## src/rtl/nco_pkg.sv

```systemverilog
package nco_pkg;
  localparam int unsigned PHASE_W_DEF = 32;
  localparam int unsigned LO_W_DEF    = 16;
endpackage

```

## src/rtl/nco_pipe_reg.sv

```systemverilog
module nco_pipe_reg #(
  parameter int unsigned W = 16
) (
  input  logic         clk,
  input  logic         rst,
  input  logic [W-1:0] d,
  output logic [W-1:0] q
);
  logic [W-1:0] q_r;

  always_ff @(posedge clk) begin
    if (rst) q_r <= '0;
    else     q_r <= d;
  end

  assign q = q_r;
endmodule

```

## src/rtl/nco_lo_acc.sv

```systemverilog
module nco_lo_acc #(
  parameter int unsigned W = 16
) (
  input  logic         clk,
  input  logic         rst,
  input  logic [W-1:0] step,
  output logic [W-1:0] acc_o,
  output logic         cy_o
);
  logic [W:0]   sum_w;
  logic [W-1:0] acc_r;
  logic         cy_r;
  logic         armed_r;

  assign sum_w = {1'b0, acc_r} + {1'b0, step};

  always_ff @(posedge clk) begin
    if (rst) begin
      acc_r   <= '0;
      cy_r    <= 1'b0;
      armed_r <= 1'b0;
    end else begin
      acc_r   <= sum_w[W-1:0];
      cy_r    <= sum_w[W];
      armed_r <= 1'b1;
    end
  end

  assign acc_o = acc_r;
  assign cy_o  = cy_r;

  AST_CARRY_ON_WRAP: assert property (@(posedge clk) disable iff (rst)
    armed_r |-> (cy_r == (acc_r < $past(acc_r))));
endmodule

```

## src/rtl/nco_hi_acc.sv

```systemverilog
module nco_hi_acc #(
  parameter int unsigned W = 16
) (
  input  logic         clk,
  input  logic         rst,
  input  logic [W-1:0] step,
  input  logic         cy_i,
  output logic [W-1:0] acc_o
);
  logic [W-1:0] acc_r;

  always_ff @(posedge clk) begin
    if (rst) acc_r <= '0;
    else     acc_r <= acc_r + step + {{(W-1){1'b0}}, cy_i};
  end

  assign acc_o = acc_r;
endmodule

```

## src/rtl/split_nco.sv

```systemverilog
module split_nco
  import nco_pkg::*;
#(
  parameter int unsigned PHASE_W = PHASE_W_DEF,
  parameter int unsigned LO_W    = LO_W_DEF
) (
  input  logic               clk,
  input  logic               rst,
  input  logic [PHASE_W-1:0] freq_word,
  output logic [PHASE_W-1:0] phase_o,
  output logic               clk_o
);
  localparam int unsigned HI_W = PHASE_W - LO_W;

  logic [LO_W-1:0] lo_acc;
  logic [LO_W-1:0] lo_out;
  logic            lo_cy;
  logic [HI_W-1:0] hi_step;
  logic [HI_W-1:0] hi_acc;
  logic            armed_r;

  nco_lo_acc #(.W(LO_W)) u_lo (
    .clk(clk), .rst(rst), .step(freq_word[LO_W-1:0]),
    .acc_o(lo_acc), .cy_o(lo_cy)
  );

  nco_pipe_reg #(.W(HI_W)) u_hi_skew (
    .clk(clk), .rst(rst), .d(freq_word[PHASE_W-1:LO_W]), .q(hi_step)
  );

  nco_hi_acc #(.W(HI_W)) u_hi (
    .clk(clk), .rst(rst), .step(hi_step), .cy_i(lo_cy), .acc_o(hi_acc)
  );

  nco_pipe_reg #(.W(LO_W)) u_lo_align (
    .clk(clk), .rst(rst), .d(lo_acc), .q(lo_out)
  );

  assign phase_o = {hi_acc, lo_out};
  assign clk_o   = hi_acc[HI_W-1];

  always_ff @(posedge clk) begin
    if (rst) armed_r <= 1'b0;
    else     armed_r <= 1'b1;
  end

  AST_HI_STEP_SKEW: assert property (@(posedge clk) disable iff (rst)
    armed_r |-> (hi_step == $past(freq_word[PHASE_W-1:LO_W])));
  AST_LO_ALIGN: assert property (@(posedge clk) disable iff (rst)
    armed_r |-> (phase_o[LO_W-1:0] == $past(lo_acc)));
  AST_RESET_CLEAR: assert property (@(posedge clk)
    $past(rst) |-> (phase_o == '0 && !clk_o));
  AST_OUT_IS_MSB: assert property (@(posedge clk) disable iff (rst)
    clk_o == phase_o[PHASE_W-1]);
endmodule

```

## config.mk

```make
export PLATFORM = sky130hd
export DESIGN_NAME = split_nco
export DESIGN_NICKNAME = d
export VERILOG_FILES = /design/src/rtl/nco_pkg.sv /design/src/rtl/nco_pipe_reg.sv /design/src/rtl/nco_lo_acc.sv /design/src/rtl/nco_hi_acc.sv /design/src/rtl/split_nco.sv
export SDC_FILE = /design/constraint.sdc
export NUM_CORES = 1
export LEC_CHECK = 0
export BUFFER_PORTS_ARGS = -buffer_cell sky130_fd_sc_hd__buf_2
export CAP_MARGIN = 0
export CORE_ASPECT_RATIO = 1.1
export CORE_UTILIZATION = 52
export CTS_BUF_LIST = sky130_fd_sc_hd__clkbuf_16
export DETAILED_ROUTE_END_ITERATION = 10
export PLACE_DENSITY = 0.77
export SETUP_SLACK_MARGIN = 0.4
export SYNTH_ARGS = -nofsm -noshare
export SYNTH_HDL_FRONTEND = slang
export SYNTH_SLANG_ARGS = --single-unit
```

## constraint.sdc

```tcl
create_clock -name clk -period 4.8 [get_ports clk]
set_input_delay 0.72 -clock clk [delete_from_list [all_inputs] [get_ports clk]]
set_output_delay 0.72 -clock clk [all_outputs]
set_load 0.1 [all_outputs]
```

# Word level (Yosys, flattened, before mapping)
# Cells that the tools add are included.
[totals]
register_bits = 65
output_inout_bits = 33
wordCells = 8
[classes]
add_sub_neg = 3
[ops]
columns = ["cell", "n"]
rows = [
  ["$add A16 B16 Y17", 1],
  ["$add A16 B1 Y16", 1],
  ["$add A16 B16 Y16", 1],
]

# Depth between registers and ports, before layout
# Gate-level depths: netlist of run 1.
[logic_depth]
ltp_word = 2
mapped_depth = 9
ltp_nobuf = 9

# Cells and area by module
# Synthesis of run 1 repeated with hierarchy kept, for this count alone.
[hier_totals]
cells_unflattened = 330
hier_area_um2 = 3308.2
[modules_own_cells]
columns = ["module", "n_inst", "cells_per_inst", "area_each_um2", "seq_area_each_um2"]
rows = [
  ["nco_lo_acc", 1, 128, 1201.2, 340.3],
  ["nco_hi_acc", 1, 135, 1171.1, 320.3],
  ["nco_pipe_reg", 2, 33, 464.2, 320.3],
  ["split_nco", 1, 1, 7.5, 0.0],
]

# Least setup slack after synthesis of run 1
# OpenSTA, ideal clock, no wires.
[synth_timing]
kind = "register -> register"
startpoint = "reg u_hi.acc_r[0], in the netlist u_hi.acc_o[0]"
endpoint = "reg u_hi.acc_r[14], in the netlist u_hi.acc_o[14]"
setup_ps = 123
arrival_time_ps = 2796
setup_slack_ps = 1881
path_stages_with_launch = 10
n_path_buf = 0
period_less_slack_ps = 2919
cell_sequence = "dfxtp_1 -> fa_1 -> inv_1 -> fa_1 -> nor2b_4 -> o31ai_4 -> a21oi_2 -> a311o_1 -> a31oi_1 -> mux2_1"
[synth_between]
elab_chain_len = 2
[synth_rtl]
columns = ["item", "line", "text"]
rows = [
  ["start, declared", "nco_hi_acc.sv:10", "logic [W-1:0] acc_r;"],
  ["start signal, assigned", "nco_hi_acc.sv:14", "else acc_r <= acc_r + step + {{(W-1){1'b0}}, cy_i};"],
  ["$add A16 B16 Y16", "nco_hi_acc.sv:14", ""],
  ["$add A16 B1 Y16", "nco_hi_acc.sv:14", ""],
]
# Every way passes these cells.
# A chain may end at the register's enable or synchronous reset.

# Worst setup path after layout of run 1
# Same ends and word-level chain as after synthesis.

==> results of run 1 <==
-- critical path: cells and delay by family, from the launching register on --
| family | cells | cell delay [ns] |
|---|---|---|
| AO/OA/AOI/OAI | 4 | 0.97 |
| multiplexers | 1 | 0.34 |
| buffers and inverters | 1 | 0.09 |
| adder cells (fa/ha/maj) | 2 | 0.68 |
| flip-flops | 1 | 0.32 |
| AND/OR/NAND/NOR | 1 | 0.07 |
-- cell families (layout without fill, tap and decap cells) --
family                   after synthesis  after routing
buffers and inverters                 24             95
AO/OA/AOI/OAI                         78             78
adder cells (fa/ha/maj)               33             33
multiplexers                           2              2
flip-flops                            65             65
AND/OR/NAND/NOR                      104            104
XOR/XNOR                              19             19
-- per-stage QoR --
step	hold slack, ns	cells	cell area [sq um]	power (mW)
finish	0.466	473	3720	2.33
global route	0.483	473	3720	2.47
CTS	0.469	473	3720	2.34
detailed placement	0.462	460	3480	1.79
global placement	0.453	460	3480	1.77
floorplan	0.442	325	3090	1.62
-- state kept, by name, summed over array words and instances (netlist names) --
register / count
u_hi.acc_o: 16
u_hi_skew.q: 16
u_lo.acc_o: 16
u_lo_align.q: 16
u_lo.cy_o: 1
-- placed cells by master, fill, tap and decap left out, drive strengths merged, types with 5 or more instances in the layout --
| cell type | count |
|---|---|
| o21bai | 5 |
| clkbuf | 9 |
| nor2b | 40 |
| buf | 67 |
| nor2 | 33 |
| inv | 16 |
| o21ai | 18 |
| dfxtp | 65 |
| nand2 | 11 |
| xnor2 | 13 |
| a211oi | 5 |
| nand4 | 6 |
| a21oi | 21 |
| ha | 30 |
| xor2 | 6 |
| a21o | 7 |
-- cells in the mapped netlist, types with 2 or more instances --
cell type	count	area [sq um]
o21bai_1	5	37.5
a21oi_1	20	100
a21o_1	7	52.6
a31oi_1	4	25.0
nor3_1	3	15.0
nand2b_1	2	12.5
o21ai_1	10	50.1
nand4_1	6	37.5
inv_1	15	56.3
mux2_1	2	22.5
nor2_1	33	124
xnor2_1	13	114
dfxtp_1	65	1300
clkbuf_1	7	26.3
o31ai_1	3	22.5
nand3_1	4	20.0
nand2_1	11	41.3
ha_1	30	375
xor2_1	6	52.6
fa_1	3	60.1
a211oi_1	4	30.0
o21a_1	4	30.0
o21ai_0	8	40.0
nor3b_1	3	22.5
nor2b_1	39	244
-- layer usage --
layer	share of wire, %	vias up
met3	3.2	8
met4	1.1	0
met5	0	-
met2	51	45
li1	-	1266
met1	45	1136
-- final cells by class --
cell class | instances | area, sq um | area share, %
flip-flops and latches | 65 | 1300 | 35.0
clock buffers | 9 | 225 | 6.05
inverters | 15 | 56.3 | 1.51
well taps | 77 | 96.3 | 2.59
multi-input cells | 236 | 1690 | 45.4
repair buffers | 67 | 338 | 9.08
clock inverters | 4 | 15.0 | 0.403
-- power by group --
group | total (mW) | internal, mW | switching (mW)
Combinational | 1.08 | 0.324 | 0.752
Clock | 0.539 | 0.332 | 0.207
Sequential | 0.715 | 0.661 | 0.0542
-- path summary, 6_finish.rpt --
path | end | slack, ns | depth (start not counted)
worst max-delay path | u_hi.acc_o[14] | 2.23 | 9
worst min-delay path | u_lo_align.q[9] | 0.47 | 1
worst max register to register | u_hi.acc_o[14] | 2.23 | 9
worst min register to register | u_lo_align.q[9] | 0.47 | 1
==> out/summary.txt, run 1 <==
Crit path kind: flop to flop
Worst r2r src: u_hi.acc_o[0]
Power Density: 626 mW/mm^2
Clock buffer count from CTS: 9
Rel. slew slack: 51.1%
Compound-Gate Fraction of Synth Area: 16.8%
DR vias/cell: 5.19
Gr busiest metal: met2
Total congestion overflow: 0
Syn_area_per_cell: 9.51 sq um
Synth Instances: 325
Post-Synth Simple-Gate Area: 17.6%
Core footprint: 0.00577 sq mm
Final Core Density: 64.5%
Vias in the first global route: 2390
Hold_sp: u_lo.acc_o[9]
RSZ-0062 raised after global routing: no
Max-slew violations: 0
Library cells used by synthesis: 43
H-tree depth: 3
Area Overhead vs Synth: 20.4%
Clk_lat worst skew: 0.32 ns
Pleak: 1.76 nW
Met3 GRT Util: 3.88%
Crit path required time: 5.00 ns
GR Util All Layers: 20.9%
Initial antenna violation count: 0
Setup TNS: 0 ns
Post-CTS Hold Buffers: 0
Clk slew on worst S/H paths: 0.05 ns
Main combinational cell family by area after synthesis: simple AND/OR/NAND/NOR gates
EDFF count, synth: 0
Crit Path Max Fanout: 4
Die area: 0.00626 sq mm
Clock sinks: 65
Skew final: 0.00635 ns
FILL cells: 483
WL final: 6070 microns
Final Wtd Congestion: 0.889
CP Data Arrival Time: 2.78 ns
Final setup viols: 0
Max-cap check violation count: 0
Mean routed wirelength per cell: 12.8 microns
Post-CTS setup buffers: 0
Min Tclk post-route: 2.57 ns
CTS Root Buffer Type: clkbuf_16
Std-Cell Rows: 29
# DRC: 0
Syn Std Cell Area: 0.00309 sq mm
Async set-reset flop share out of synthesis: 0%
Final hold violations: 0
Flops & latches, synth: 65
Fmax: 0.389 GHz
Maximum vdd drop: 0.353 mV
Status: completed
Pin count of the biggest net entering global routing: 42
Final worst path period share: 53.6%
Met1 GRT Util: 24.6%
Synth Area in XOR/XNOR: 5.38%
Die Span Y: 82.9 microns
Diode count: 0
Register area share after synthesis: 42.1%
Synth warnings: 0
Initial Utilization: 53.6%
Type of the worst min-delay path: flop to flop
DR iter-0 viols: 60
CTS tree: yes
Clk buf depth: 2
Syn Nets: 392
Ys flop type: dfxtp_1
Die X: 75.5 microns
DP HPWL: 4340 microns
Most used cell, CP: fa_1
Port Buffers: 66
Max stage delay on crit path: 0.46 ns
Met2 Track Usage GR: 35.9%
Post-synthesis adder-cell area fraction: 14.1%
Nets: 461
Pre-Repair DR Iteration Count: 4
Remaining antenna violation count after routing: 0
Setup WS post-layout: 2.23 ns
CP endpoint kind: flop
Worst path slowest cell: fa_1
# IOs: 67
Startpoint Class: flop
Global-route wire length before repair: 10100 microns
Worst slew pin tran: 0.734 ns
Pre-CTS WS: 2.05 ns
Vias: 2455
Mux share of post-synthesis cell area: 0.728%
Proportion of layout cells with a drive suffix above 1: 20.5%
Cells along the critical path: fa_1 > inv_1 > fa_1 > nor2b_4 > o31ai_4 > a21oi_2 > a311o_1 > a31oi_1 > mux2_1
Critical Path Source: u_hi.acc_o[0]
Post-cts repair resize count: 0
No activity file was read; power rests on OpenSTA's default activity.
==> inputs of run 2 (changes only) <==
--- a/config.mk
+++ b/config.mk
@@ -8,10 +8,10 @@
 export BUFFER_PORTS_ARGS = -buffer_cell sky130_fd_sc_hd__buf_2
 export CAP_MARGIN = 0
 export CORE_ASPECT_RATIO = 1.1
-export CORE_UTILIZATION = 52
+export CORE_UTILIZATION = 49
 export CTS_BUF_LIST = sky130_fd_sc_hd__clkbuf_16
 export DETAILED_ROUTE_END_ITERATION = 10
-export PLACE_DENSITY = 0.77
+export PLACE_DENSITY = 0.76
 export SETUP_SLACK_MARGIN = 0.4
 export SYNTH_ARGS = -nofsm -noshare
 export SYNTH_HDL_FRONTEND = slang
==> constraint.sdc (replaced) <==
create_clock -name clk -period 2.2 [get_ports clk]
set_input_delay 0.33 -clock clk [delete_from_list [all_inputs] [get_ports clk]]
set_output_delay 0.33 -clock clk [all_outputs]
set_load 0.1 [all_outputs]
==> run 2 against run 1 <==
Compared with the run above: fmax up 12%; the run now ends with setup timing left; flip-flop and latch count unchanged; critical path depth unchanged; sequential power up 120%.
==> out/summary.txt, run 2 (synthesis results as in run 1) <==
Most frequent cells in the layout: buf_2 (66), dfxtp_1 (47), nor2b_1 (39), nor2_1 (32), ha_1 (23)
Initial antenna violation count: 0 (unchanged)
Type of the worst min-delay path: input pin to flop
Max-slew violations: 0 (unchanged)
DR vias/cell: 5.36 (+3.3%)
DR iter-0 viols: 169 (+180%)
Setup WS post-layout: -0.106 ns (-2.33 ns)
# IOs: 67 (unchanged)
Std-Cell Rows: 29 (unchanged)
Total congestion overflow: 0 (unchanged)
Skew final: 0.00445 ns (-0.00189 ns)
Failing checks: setup timing
Startpoint Class: flop
RSZ-0062 raised after global routing: yes
CTS Root Buffer Type: clkbuf_16
Fmax: 0.434 GHz (+12%)
Worst r2r path cells: 9 (unchanged)
Core footprint: 0.00591 sq mm (+2.5%)
Vias: 2712 (+10%)
Clock sinks: 65 (unchanged)
Diode count: 0 (unchanged)
Port Buffers: 66 (unchanged)
Clk buf depth: 2 (unchanged)
Post-route cell area: 0.00436 sq mm (+17%)
Max-cap check violation count: 0 (unchanged)
CP Data Arrival Time: 2.52 ns (-0.26 ns)
CP endpoint kind: flop
Pleak: 2.02 nW (+14%)
Power Density: 1350 mW/mm^2 (+110%)
Setup TNS: -0.137 ns (-0.137 ns)
H-tree depth: 3 (unchanged)
Maximum vdd drop: 0.868 mV (+150%)
Area Overhead vs Synth: 41.1%
Nets: 491 (+6.5%)
GR Util All Layers: 22.2% (+1.3 points)
Die X: 77.7 microns (+2.9%)
Die area: 0.00663 sq mm (+6.0%)
Vias in the first global route: 2601 (+8.8%)
Placed Instance Area: 0.00369 sq mm (+6.0%)
Crit path required time: 2.41 ns (-2.59 ns)
Proportion of layout cells with a drive suffix above 1: 40.3% (+20 points)
Commonest non-fill, non-tap cell in the layout: buf_2
Clk slew on worst S/H paths: 0.05 ns (about the same)
Pin count of the biggest net entering global routing: 30 (-29%)
Mean routed wirelength per cell: 14.9 microns (+16%)
Global-route wire length before repair: 11300 microns (+12%)
Final hold violations: 0 (unchanged)
Hold Slack: 0.208 ns (-0.258 ns)
Non-filler cells, final: 506 (+7.0%)
# DRC: 0 (unchanged)
Final Wtd Congestion: 0.921 (+3.6%)
Rel. slew slack: 61.3% (+10 points)
Die Span Y: 85.3 microns (+2.9%)
Final setup viols: 2 (+2)
Clk_lat worst skew: 0.33 ns (about the same)
Min Tclk post-route: 2.31 ns (-0.266 ns)
Power Total: 5.87 mW (+150%)
Crit Path Max Fanout: 2 (-2)
Worst slew pin tran: 0.580 ns (-0.154 ns)
DP HPWL: 4760 microns (+9.6%)
Remaining antenna violation count after routing: 0 (unchanged)
Clock buffer count from CTS: 9 (unchanged)
Final worst path period share: 105% (+51 points)
CTS tree: yes
Hold-critical path depth: 2 (+1)
Crit path kind: flop to flop
Pre-Repair DR Iteration Count: 5 (+1)
Status: finished, violations left
Cells after DPL: 474 (+3.0%)
Initial Utilization: 52.3% (-1.3 points)
WL final: 7520 microns (+24%)
run 2: cell count changes in the layout (fill, tap and decap cells not counted), moves of 7 or more:
cell,delta
ha_4,+7
buf_6,+8
ha_1,-7
dfxtp_1,-18
dfxtp_2,+11
a21oi_1,-7
dfxtp_4,+7
buf_4,+21
run 2: final timing paths:
check | from | slack, ns | end
min reg2reg | u_lo.acc_o[10] | 0.47 | u_lo_align.q[10]
max reg2reg | u_hi_skew.q[0] | -0.11 | u_hi.acc_o[14]
max | u_hi_skew.q[0] | -0.11 | u_hi.acc_o[14]
min | freq_word[21] | 0.21 | u_hi_skew.q[5]
run 2: per-layer routing:
metal / track usage, % / wire, microns
met1: 23.7 / 2960
met2: 40.5 / 4040
met3: 4.95 / 330
met4: 11.3 / 185
met5: 0 / 0
run 2: worst max-delay path, stage by stage, from the launching register on:
cell,delay (ns)
dfxtp_2,0.32
fa_2,0.39
inv_2,0.07
fa_2,0.22
nor2b_4,0.06
o31ai_4,0.19
a21oi_2,0.11
a311o_1,0.35
a31oi_1,0.15
mux2_1,0.33
run 2: layout make-up:
cell class | count | area, sq um
tap | 77 | 96.3
clock inverter | 7 | 55.1
timing repair buffer | 97 | 606
inverter | 15 | 56.3
clock buffer | 9 | 225
multi-input combinational | 236 | 1980
fill | 417 | 1550
sequential | 65 | 1340
run 2: what timing repair did:
item                                    CTS  global route
buffers inserted                          8             8
pin swaps                                15            16
endpoints found under the hold margin     0             0
hold buffers                              0             0
gates resized for setup                  24            27
endpoints found under the setup margin   17            21
run 2: power by group:
group,total [mW],switching [mW],internal [mW]
sequential,1.60,0.143,1.46
combinational,2.91,1.87,1.04
clock,1.35,0.497,0.855
run 2: per-stage QoR:
step | setup WS, ns | utilization (%)
final | -0.106 | 73.7
after global routing | -0.164 | 73.7
after CTS | -0.121 | 70.0
after detailed placement | -0.127 | 62.4
after global placement | -0.0476 | 62.4
after floorplan | -0.166 | -
